File: config.mk
export PLATFORM = sky130hd
export DESIGN_NAME = gpio_bank_block
export DESIGN_NICKNAME = d
export VERILOG_FILES = /design/src/rtl/gpio_bank_pkg.sv /design/src/rtl/gpio_addr_decode.sv /design/src/rtl/gpio_bank_regs.sv /design/src/rtl/gpio_pin_sync.sv /design/src/rtl/gpio_bank_block.sv
export SDC_FILE = /design/constraint.sdc
export NUM_CORES = 1
export LEC_CHECK = 0
export BUFFER_PORTS_ARGS = -buffer_cell sky130_fd_sc_hd__buf_2
export CORE_ASPECT_RATIO = 0.5
export CORE_UTILIZATION = 50
export DETAILED_ROUTE_END_ITERATION = 10
export PLACE_DENSITY = 0.82
export SETUP_SLACK_MARGIN = 0.1
export SLEW_MARGIN = 10
export SYNTH_ARGS = -nofsm -noshare
export SYNTH_HDL_FRONTEND = slang
export SYNTH_SLANG_ARGS = --single-unit
File: constraint.sdc
create_clock -name clk -period 3.2 [get_ports clk]
set_clock_uncertainty 0.2 [all_clocks]
set_input_delay 0.64 -clock clk [delete_from_list [all_inputs] [get_ports clk]]
set_output_delay 0.64 -clock clk [all_outputs]
set_load 0.01 [all_outputs]
File: src/rtl/gpio_bank_pkg.sv
`timescale 1ns/1ps
package gpio_bank_pkg;
    localparam int WORD_W = 32;
    localparam int HALF_W = 16;
    localparam int ADDR_W = 12;
    localparam int BANK_W = 4;

    localparam logic [ADDR_W-1:0] STATE_BASE = 12'h060;
    localparam logic [ADDR_W-1:0] CFG_BASE   = 12'h200;
    localparam logic [5:0]        DIR_OFS    = 6'h04;
    localparam logic [5:0]        OE_OFS     = 6'h08;

    typedef enum logic [2:0] {
        REG_NONE, REG_LOW, REG_HIGH, REG_STATE, REG_DIR, REG_OE
    } reg_kind_e;

    typedef struct packed {
        reg_kind_e          kind;
        logic [BANK_W-1:0]  bank;
    } reg_sel_t;

    function automatic logic [WORD_W-1:0] merge_half(
        input logic [WORD_W-1:0] old_v,
        input logic [WORD_W-1:0] wr,
        input logic              upper
    );
        logic [WORD_W-1:0] r;
        r = old_v;
        for (int i = 0; i < HALF_W; i++) begin
            if (!wr[HALF_W+i]) begin
                if (upper) r[HALF_W+i] = wr[i];
                else       r[i]        = wr[i];
            end
        end
        return r;
    endfunction
endpackage

File: src/rtl/gpio_addr_decode.sv
`timescale 1ns/1ps
module gpio_addr_decode
    import gpio_bank_pkg::*;
#(
    parameter int NUM_BANKS = 3
) (
    input  logic [ADDR_W-1:0] addr,
    output reg_sel_t          sel
);
    localparam logic [ADDR_W-1:0] NB_A      = ADDR_W'(NUM_BANKS);
    localparam logic [ADDR_W-1:0] STATE_LEN = ADDR_W'(4 * NUM_BANKS);

    logic [ADDR_W-1:0] st_off;
    logic [ADDR_W-1:0] cfg_off;

    always_comb begin
        st_off   = addr - STATE_BASE;
        cfg_off  = addr - CFG_BASE;
        sel.kind = REG_NONE;
        sel.bank = '0;
        if (addr[1:0] == 2'b00) begin
            if (addr < STATE_BASE) begin
                if ({3'b000, addr[ADDR_W-1:3]} < NB_A) begin
                    sel.kind = addr[2] ? REG_HIGH : REG_LOW;
                    sel.bank = addr[6:3];
                end
            end else if (st_off < STATE_LEN) begin
                sel.kind = REG_STATE;
                sel.bank = st_off[5:2];
            end else if (addr >= CFG_BASE) begin
                if ({6'b000000, cfg_off[ADDR_W-1:6]} < NB_A) begin
                    sel.bank = cfg_off[9:6];
                    if (cfg_off[5:0] == DIR_OFS)     sel.kind = REG_DIR;
                    else if (cfg_off[5:0] == OE_OFS) sel.kind = REG_OE;
                end
            end
        end
    end
endmodule

File: src/rtl/gpio_bank_regs.sv
`timescale 1ns/1ps
module gpio_bank_regs
    import gpio_bank_pkg::*;
#(
    parameter logic [WORD_W-1:0] IMPL = 32'hFFFF_FFFF
) (
    input  logic              clk,
    input  logic              rst,
    input  logic              wr_low,
    input  logic              wr_high,
    input  logic              wr_dir,
    input  logic              wr_oe,
    input  logic [WORD_W-1:0] wdata,
    output logic [WORD_W-1:0] dir_q,
    output logic [WORD_W-1:0] oe_q,
    output logic [WORD_W-1:0] out_q
);
    always_ff @(posedge clk) begin
        if (rst) begin
            dir_q <= '0;
            oe_q  <= '0;
            out_q <= '0;
        end else begin
            if (wr_dir)  dir_q <= wdata & IMPL;
            if (wr_oe)   oe_q  <= wdata & IMPL;
            if (wr_low)  out_q <= merge_half(out_q, wdata, 1'b0) & IMPL;
            if (wr_high) out_q <= merge_half(out_q, wdata, 1'b1) & IMPL;
        end
    end

    // an all-keep port write leaves the output register untouched
    assert_keep_all_R3: assert property (@(posedge clk) disable iff (rst)
        ((wr_low || wr_high) && (&wdata[31:16])) |=> $stable(out_q));

    // direction register changes only on its own write
    assert_dir_hold_R5: assert property (@(posedge clk) disable iff (rst)
        !wr_dir |=> $stable(dir_q));

    // enable register changes only on its own write
    assert_oe_hold_R6: assert property (@(posedge clk) disable iff (rst)
        !wr_oe |=> $stable(oe_q));
endmodule

File: src/rtl/gpio_pin_sync.sv
`timescale 1ns/1ps
module gpio_pin_sync #(
    parameter int W = 96
) (
    input  logic         clk,
    input  logic         rst,
    input  logic [W-1:0] d,
    output logic [W-1:0] q
);
    logic [W-1:0] meta_q;

    always_ff @(posedge clk) begin
        if (rst) begin
            meta_q <= '0;
            q      <= '0;
        end else begin
            meta_q <= d;
            q      <= meta_q;
        end
    end
endmodule

File: src/rtl/gpio_bank_block.sv
`timescale 1ns/1ps
module gpio_bank_block
    import gpio_bank_pkg::*;
#(
    parameter int                       NUM_BANKS  = 3,
    parameter logic [NUM_BANKS*32-1:0]  IMPL_MASKS = {32'hFFFF_FFFF, 32'h03FF_FFFF, 32'h003F_FFFF}
) (
    input  logic                        clk,
    input  logic                        rst,
    input  logic                        bus_valid,
    input  logic                        bus_write,
    input  logic [11:0]                 bus_addr,
    input  logic [31:0]                 bus_wdata,
    output logic [31:0]                 bus_rdata,
    input  logic [NUM_BANKS*32-1:0]     pin_in,
    output logic [NUM_BANKS*32-1:0]     pin_out,
    output logic [NUM_BANKS*32-1:0]     pin_oe
);
    localparam int PINS = NUM_BANKS * WORD_W;

    reg_sel_t          sel;
    logic [PINS-1:0]   sync_q;
    logic [WORD_W-1:0] dir_w [NUM_BANKS];
    logic [WORD_W-1:0] oe_w  [NUM_BANKS];
    logic [WORD_W-1:0] out_w [NUM_BANKS];
    logic [WORD_W-1:0] rd_next;
    logic              wr_en;
    logic              rd_en;

    assign wr_en = bus_valid && bus_write;
    assign rd_en = bus_valid && !bus_write;

    gpio_addr_decode #(.NUM_BANKS(NUM_BANKS)) u_dec (
        .addr (bus_addr),
        .sel  (sel)
    );

    gpio_pin_sync #(.W(PINS)) u_sync (
        .clk (clk),
        .rst (rst),
        .d   (pin_in),
        .q   (sync_q)
    );

    for (genvar b = 0; b < NUM_BANKS; b++) begin : g_bank
        logic hit;
        assign hit = wr_en && (sel.bank == BANK_W'(b));

        gpio_bank_regs #(.IMPL(IMPL_MASKS[b*WORD_W +: WORD_W])) u_regs (
            .clk     (clk),
            .rst     (rst),
            .wr_low  (hit && sel.kind == REG_LOW),
            .wr_high (hit && sel.kind == REG_HIGH),
            .wr_dir  (hit && sel.kind == REG_DIR),
            .wr_oe   (hit && sel.kind == REG_OE),
            .wdata   (bus_wdata),
            .dir_q   (dir_w[b]),
            .oe_q    (oe_w[b]),
            .out_q   (out_w[b])
        );

        assign pin_out[b*WORD_W +: WORD_W] = out_w[b];
        assign pin_oe[b*WORD_W +: WORD_W]  = dir_w[b] & oe_w[b];
    end

    always_comb begin
        rd_next = '0;
        for (int b = 0; b < NUM_BANKS; b++) begin
            if (sel.bank == BANK_W'(b)) begin
                case (sel.kind)
                    REG_STATE: rd_next = sync_q[b*WORD_W +: WORD_W] & IMPL_MASKS[b*WORD_W +: WORD_W];
                    REG_DIR:   rd_next = dir_w[b];
                    REG_OE:    rd_next = oe_w[b];
                    default:   rd_next = '0;
                endcase
            end
        end
    end

    always_ff @(posedge clk) begin
        if (rst)        bus_rdata <= '0;
        else if (rd_en) bus_rdata <= rd_next;
    end

    // port reads return zero
    assert_port_read_zero_R4: assert property (@(posedge clk) disable iff (rst)
        (rd_en && (sel.kind == REG_LOW || sel.kind == REG_HIGH)) |=> (bus_rdata == '0));

    // unmapped reads return zero
    assert_unmapped_zero_R11: assert property (@(posedge clk) disable iff (rst)
        (rd_en && sel.kind == REG_NONE) |=> (bus_rdata == '0));

    // read data holds between reads
    assert_rdata_hold_R12: assert property (@(posedge clk) disable iff (rst)
        !rd_en |=> $stable(bus_rdata));

    // absent pins are never driven
    assert_absent_undriven_R9: assert property (@(posedge clk) disable iff (rst)
        ((pin_oe & ~IMPL_MASKS) == '0));
endmodule

==> results of run 1 <==
==> cells in the mapped netlist (all sizes together), types with 6 or more instances <==
cell type,number,area (µm²)
dfxtp,432,8650
clkbuf,101,380
nor2,21,106
nand3,32,178
nand2,358,1350
and4,7,61.3
nor4b,15,138
o21ai,92,464
a2bb2oi,15,131
a222oi,14,140
a22o,15,131
a22oi,26,195
a221oi,6,52.6
and2,83,519
nand2b,9,56.3
or3,7,58.8
a21oi,253,1270
mux2i,10,100
nand3b,71,533
nor2b,162,1010
a221o,34,340
nor3,20,188
buf,99,642
a211o,8,70.1
o31ai,21,173
==> power breakdown <==
group | switching, W | total [W] | internal [W]
Combinational | 0.000312 | 0.000481 | 0.000169
Clock | 0.00216 | 0.00505 | 0.00289
Sequential | 0.0000305 | 0.00550 | 0.00547
==> kinds of logic after synthesis <==
family / share of synthesized area, %
AND/OR/NAND/NOR: 24.9
other: 0.0217
XOR/XNOR: 0.0507
adder cells (fa/ha/maj): 0.145
multiplexers: 0.579
buffers and inverters: 5.98
AO/OA/AOI/OAI: 18.3
flip-flops: 50.0
==> critical path, stage by stage <==
cell and delay (ns):
buf_2 0.09, inv_1 0.04, ha_1 0.27, and3b_1 0.21, and4_1 0.25, and2_2 0.23, buf_4 0.21, a22oi_1 0.26
buf_4 0.18, nor4b_1 0.27, a2bb2oi_1 0.25, o31ai_1 0.10
==> how the worst max path moves through the flow <==
| stage | to | slack, ns | cells past startpoint |
|---|---|---|---|
| after floorplan | bus_rdata[4] | 0.35 | 11 |
| after global placement | bus_rdata[18] | -0.04 | 12 |
| after detailed placement | bus_rdata[13] | -0.06 | 12 |
| after CTS | bus_rdata[6] | 0.49 | 12 |
| after global routing | bus_rdata[18] | 0.32 | 12 |
| final | bus_rdata[6] | 0.43 | 12 |
==> placed cells by master, fill, tap and decap left out, drive strengths merged, types with 8 or more instances in the layout <==
cell type / Yosys / routed
and2: 83 / 83
nor2: 21 / 21
a211o: 8 / 8
dfxtp: 432 / 432
a22o: 15 / 15
a222oi: 14 / 14
o31ai: 21 / 21
a21oi: 253 / 253
nor3: 20 / 20
a22oi: 26 / 26
a2bb2oi: 15 / 15
nand2: 358 / 358
o21ai: 92 / 92
clkinv: 0 / 12
buf: 99 / 414
mux2i: 10 / 10
nor2b: 162 / 162
nand3: 32 / 32
a221o: 34 / 34
nand3b: 71 / 71
conb: 1 / 32
clkbuf: 101 / 46
nand2b: 9 / 9
nor4b: 15 / 15
==> layout make-up <==
cell class | instances | area share (%)
Multi-Input combinational cell | 1351 | 36.9
Clock buffer | 46 | 4.86
Inverter | 3 | 0.0537
Sequential cell | 432 | 41.2
Clock inverter | 24 | 1.67
Tap cell | 441 | 2.63
Timing Repair Buffer | 414 | 12.7
==> through the flow <==
stage | power, W | std cells | worst slack [ns] | setup TNS, ns
floorplan | 0.00590 | 1986 | 0.349 | 0
global placement | 0.00608 | 2641 | -0.0383 | -0.500
detailed placement | 0.00609 | 2641 | -0.0586 | -0.612
CTS | 0.0110 | 2711 | 0.493 | 0
global route | 0.0113 | 2711 | 0.324 | 0
finish | 0.0110 | 2711 | 0.434 | 0
==> state kept, by name, indices dropped and copies added, names as in the netlist <==
register             flops
g_bank.u_regs.dir_q     80
g_bank.u_regs.oe_q      80
g_bank.u_regs.out_q     80
u_sync.meta_q           80
u_sync.q                80
bus_rdata               32
==> metal layers <==
metal / wire (µm) / share of wire [%] / up-vias / track usage [%]
li1: - / - / 7224 / -
met1: 22100 / 40 / 7332 / 39.7
met2: 24600 / 45 / 914 / 47.0
met3: 6210 / 11 / 132 / 7.54
met4: 2070 / 3.8 / 0 / 11.6
met5: 0 / 0 / - / 0
==> run_results.csv, run 1 <==
group,metric,value,unit
finish,synthToLayoutAreaGrowth,21.4,%
timing,period_needed,2.77,ns
worst_setup_path,critical_path.max_fanout,14,
clocking,cts_setup_buffers,0,
clocking,clockRootBuffer,"clkbuf_16",
worst_setup_path,cp-startpoint,"bus_addr[9]",
finish,finalNetCount,2386,
global_route,grt_max_degree,150,
clocking,cts_resized,0,
worst_setup_path,rr_worst_depth,6,
yosys,synthCells,1955,
timing,setup_violations,0,
yosys,syn_area,17300,µm²
clocking,cts_sinks,432,
worst_setup_path,crit_type,"in -> reg",
finish,final_cell_area,21000,µm²
die,core_area,33500,µm²
worst_setup_path,endpoint_kind,"flop",
die,start_util,51.6,%
worst_setup_path,rr_startpoint,"g_bank[1].u_regs.dir_q[21]",
worst_setup_path,rr_endpoint,"bus_rdata[18]",
finish,drive_above_1_share,23.0,%
timing,finalHoldViolCount,0,
finish,fillers,2765,
die,rows,47,
global_route,grt_pass1_wl,82.1,mm
yosys,async_reset_ff_share,0,%
drt,routedWlPerCell,20.3,µm
power_and_ir_drop,p_leak,8.34,nW
die,pin_count,368,
drt,drt-initial-drc-count,2211,
timing,fmax,362,MHz
min_path,hold_start,"pin_in[71]",
place,dpl-instance-area,19600,µm²
clocking,h-tree-depth,2,
yosys,synth_edf_count,0,
clocking,ctsHoldBuffers,0,
global_route,antenna_found_initial,0,
drt,dr.pass1.iters,6,
place,dpl.hpwl,37.5,mm
timing,finalMaxSlewViolations,0,
worst_setup_path,cp.arrival,3.01,ns
clocking,cts_buffers,38,
clocking,clock_path_buffers,3,
yosys,yosysWarnings,0,
yosys,seq_area_frac_synth,50.0,%
timing,slew-limit-headroom,32.6,%
power_and_ir_drop,vdd_drop_max,0.303,mV
drt,routed_via_density,5.76,
outcome,status,"complete, no violations",
clocking,clk_pin_slew,0.07,ns
timing,hold_ws,0.0762,ns
die,fp.dieW,265,µm
drt,wirelength,55.0,mm
clocking,insertion_delay,0.57,ns
min_path,hold_end,"u_sync.meta_q[71]",
yosys,synth_cell_types,66,
worst_setup_path,r2r_setup_slack,1.40,ns
worst_setup_path,worstPathRequired,3.44,ns
yosys,ys_ff_latch,432,
global_route,track_usage,29.9,%
yosys,synth_ff_type,"dfxtp_1",
global_route,grt_pass1_vias,14300,
finish,final_util,62.6,%
die,die_y,133,µm
clocking,cts_tree,"done",
finish,n_antenna_cell,0,
finish,ff_latch_area,8650,µm²
flow_run,drv_cap,0,
timing,rsz0062_at_grt,"false",
yosys,syn_avg_cell_area,8.84,µm²
timing,period_share,86.4,%
drt,drc,0,
global_route,grt_overflow,0,
drt,drt.antenna.violating_nets,0,
die,dieArea,35400,µm²
min_path,whs_path_depth,2,
min_path,min_path_type,"in -> reg",
place,gp_congestion,0.954,
drt,via_count,15600,
power_and_ir_drop,power_density,525,nW/µm²
finish,multi_input_area,7750,µm²
worst_setup_path,cp-start-kind,"primary input",
place,numPortBuffers,319,
timing,tightest_slew,1.00,ns
Power figures use the tool's default switching activity.
==> inputs of run 2 (changes only) <==
Settings changed: GPL_TIMING_DRIVEN set to 0, SLEW_MARGIN 10 to unset.
==> run_results.csv, run 2 (synthesis gave the netlist of run 1 again) <==
group,metric,value,unit
outcome,status,"complete, no violations",
drt,dr.pass1.iters,8,
timing,finalMaxSlewViolations,0,
power_and_ir_drop,p_leak,8.30,nW
timing,rsz0062_at_grt,"true",
finish,final_util,62.4,%
min_path,min_path_type,"in -> reg",
die,pin_count,368,
drt,routed_via_density,5.81,
worst_setup_path,critical_path.max_fanout,10,
place,numPortBuffers,312,
clocking,insertion_delay,0.54,ns
place,dpl.hpwl,45.5,mm
drt,drt.antenna.violating_nets,0,
worst_setup_path,worstPathRequired,3.42,ns
clocking,cts_buffers,37,
clocking,cts_sinks,432,
global_route,grt_overflow,0,
clocking,clockRootBuffer,"clkbuf_16",
power_and_ir_drop,vdd_drop_max,0.285,mV
power_and_ir_drop,finalPower,0.0106,W
drt,drt-initial-drc-count,1930,
global_route,grt_pass1_wl,88.4,mm
worst_setup_path,endpoint_kind,"flop",
clocking,clk_pin_slew,0.07,ns
timing,finalHoldViolCount,0,
finish,fillers,2868,
worst_setup_path,crit_type,"in -> reg",
die,dieArea,35400,µm²
global_route,grt_max_degree,17,
worst_setup_path,rr_startpoint,"g_bank[1].u_regs.dir_q[21]",
worst_setup_path,rr_endpoint,"bus_rdata[17]",
finish,synthToLayoutAreaGrowth,21.0,%
finish,drive_above_1_share,22.9,%
finish,finalNetCount,2485,
die,rows,47,
finish,multi_input_area,7860,µm²
timing,hold_ws,0.103,ns
timing,slew-limit-headroom,39.1,%
global_route,track_usage,33.2,%
worst_setup_path,cp-startpoint,"bus_addr[9]",
clocking,h-tree-depth,2,
clocking,clock_path_buffers,3,
finish,final_cell_mix,"dfxtp_1, buf_2, nand2_1, a21oi_1, nor2b_1",
timing,period_share,97.4,%
drt,wirelength,61.6,mm
die,die_y,133,µm
place,gp_congestion,1.02,
clocking,ctsHoldBuffers,0,
worst_setup_path,setup.worst_path.end,"bus_rdata[16]",
die,start_util,51.6,%
die,fp.dieW,265,µm
timing,fmax,321,MHz
clocking,cts_tree,"done",
global_route,grt_pass1_vias,14800,
timing,period_needed,3.12,ns
min_path,hold_start,"pin_in[56]",
worst_setup_path,cp.arrival,3.33,ns
drt,via_count,16300,
timing,setup_violations,0,
flow_run,drv_cap,0,
power_and_ir_drop,power_density,509,nW/µm²
worst_setup_path,r2r_setup_slack,0.97,ns
die,core_area,33500,µm²
global_route,antenna_found_initial,3,
drt,routedWlPerCell,21.9,µm
worst_setup_path,cp-start-kind,"primary input",
timing,tightest_slew,0.914,ns
finish,ff_latch_area,8650,µm²
finish,layout_commonest_cell,"dfxtp_1",
drt,drc,0,
worst_setup_path,rr_worst_depth,6,
## run 2: cell types whose count changed in the layout (fill, tap and decap cells not counted), moves of 12 or more
cell	previous run	this run
buf_4	68	46
clkbuf_2	0	13
clkbuf_1	4	95
a22oi_2	0	12
buf_2	318	358
buf_12	27	0
a22oi_1	26	14
## run 2: cell type report
class                           instances  share of cell area [%]
Sequential cell                       432                    41.4
Multi-Input combinational cell       1351                    37.6
Timing Repair Buffer                  314                    7.54
Clock buffer                           53                    5.15
Buffer                                200                    4.99
Tap cell                              441                    2.64
Clock inverter                         13                   0.640
Inverter                                3                  0.0539
Antenna cell                            1                  0.0120
## run 2: what timing repair did
item / CTS / global route
gates resized for setup: 4 / 50
pin swaps: 0 / 5
endpoints found under the setup margin: 17 / 70
setup buffers: 0 / 2
## run 2: worst max-delay path, stage by stage
cell and delay (ns):
buf_2 0.12, inv_1 0.05, ha_1 0.27, and3b_1 0.20, and4_1 0.25, and2_1 0.20, buf_4 0.18, buf_2 0.23
a22oi_1 0.54, nor4b_1 0.30, a2bb2oi_1 0.24, o31ai_1 0.08
## run 2: power by group
group / internal, W / switching, W / leakage (nW) / total, W
Clock: 0.00252 / 0.00205 / 0.591 / 0.00457
Combinational: 0.000198 / 0.000368 / 4.19 / 0.000566
Sequential: 0.00547 / 0.0000326 / 3.51 / 0.00550
Total: 0.00819 / 0.00245 / 8.30 / 0.0106
## run 2: per-layer routing
metal,GRT usage [%],up-vias,routed length (µm)
met5,2.16,-,107
met4,12.9,2,2340
met3,10.6,164,8320
met2,50.8,1025,27000
met1,43.5,7691,23800
li1,-,7425,-
## run 2: through the flow
| step | setup TNS [ns] | cells | setup WS, ns | cell area [µm²] |
|---|---|---|---|---|
| 2_1_floorplan | 0 | 1986 | 0.349 | 17400 |
| 3_3_place_gp | -44.87 | 2739 | -0.493 | 19500 |
| 3_5_place_dp | -50.39 | 2739 | -0.518 | 19500 |
| 4_1_cts | 0 | 2805 | 0.101 | 20700 |
| 5_1_grt | 0 | 2807 | 0.0650 | 20900 |
| 6_report | 0 | 2808 | 0.0842 | 20900 |
## run 2: worst min path at each step
stage | endpoint | slack [ns] | cells past startpoint
global route | u_sync.meta_q[81] | 0.10 | 2
finish | u_sync.meta_q[56] | 0.10 | 2
detailed placement | u_sync.q[41] | 0.22 | 1
CTS | u_sync.meta_q[15] | 0.1 | 2
global placement | u_sync.q[39] | 0.22 | 1
floorplan | u_sync.q[0] | 0.21 | 1
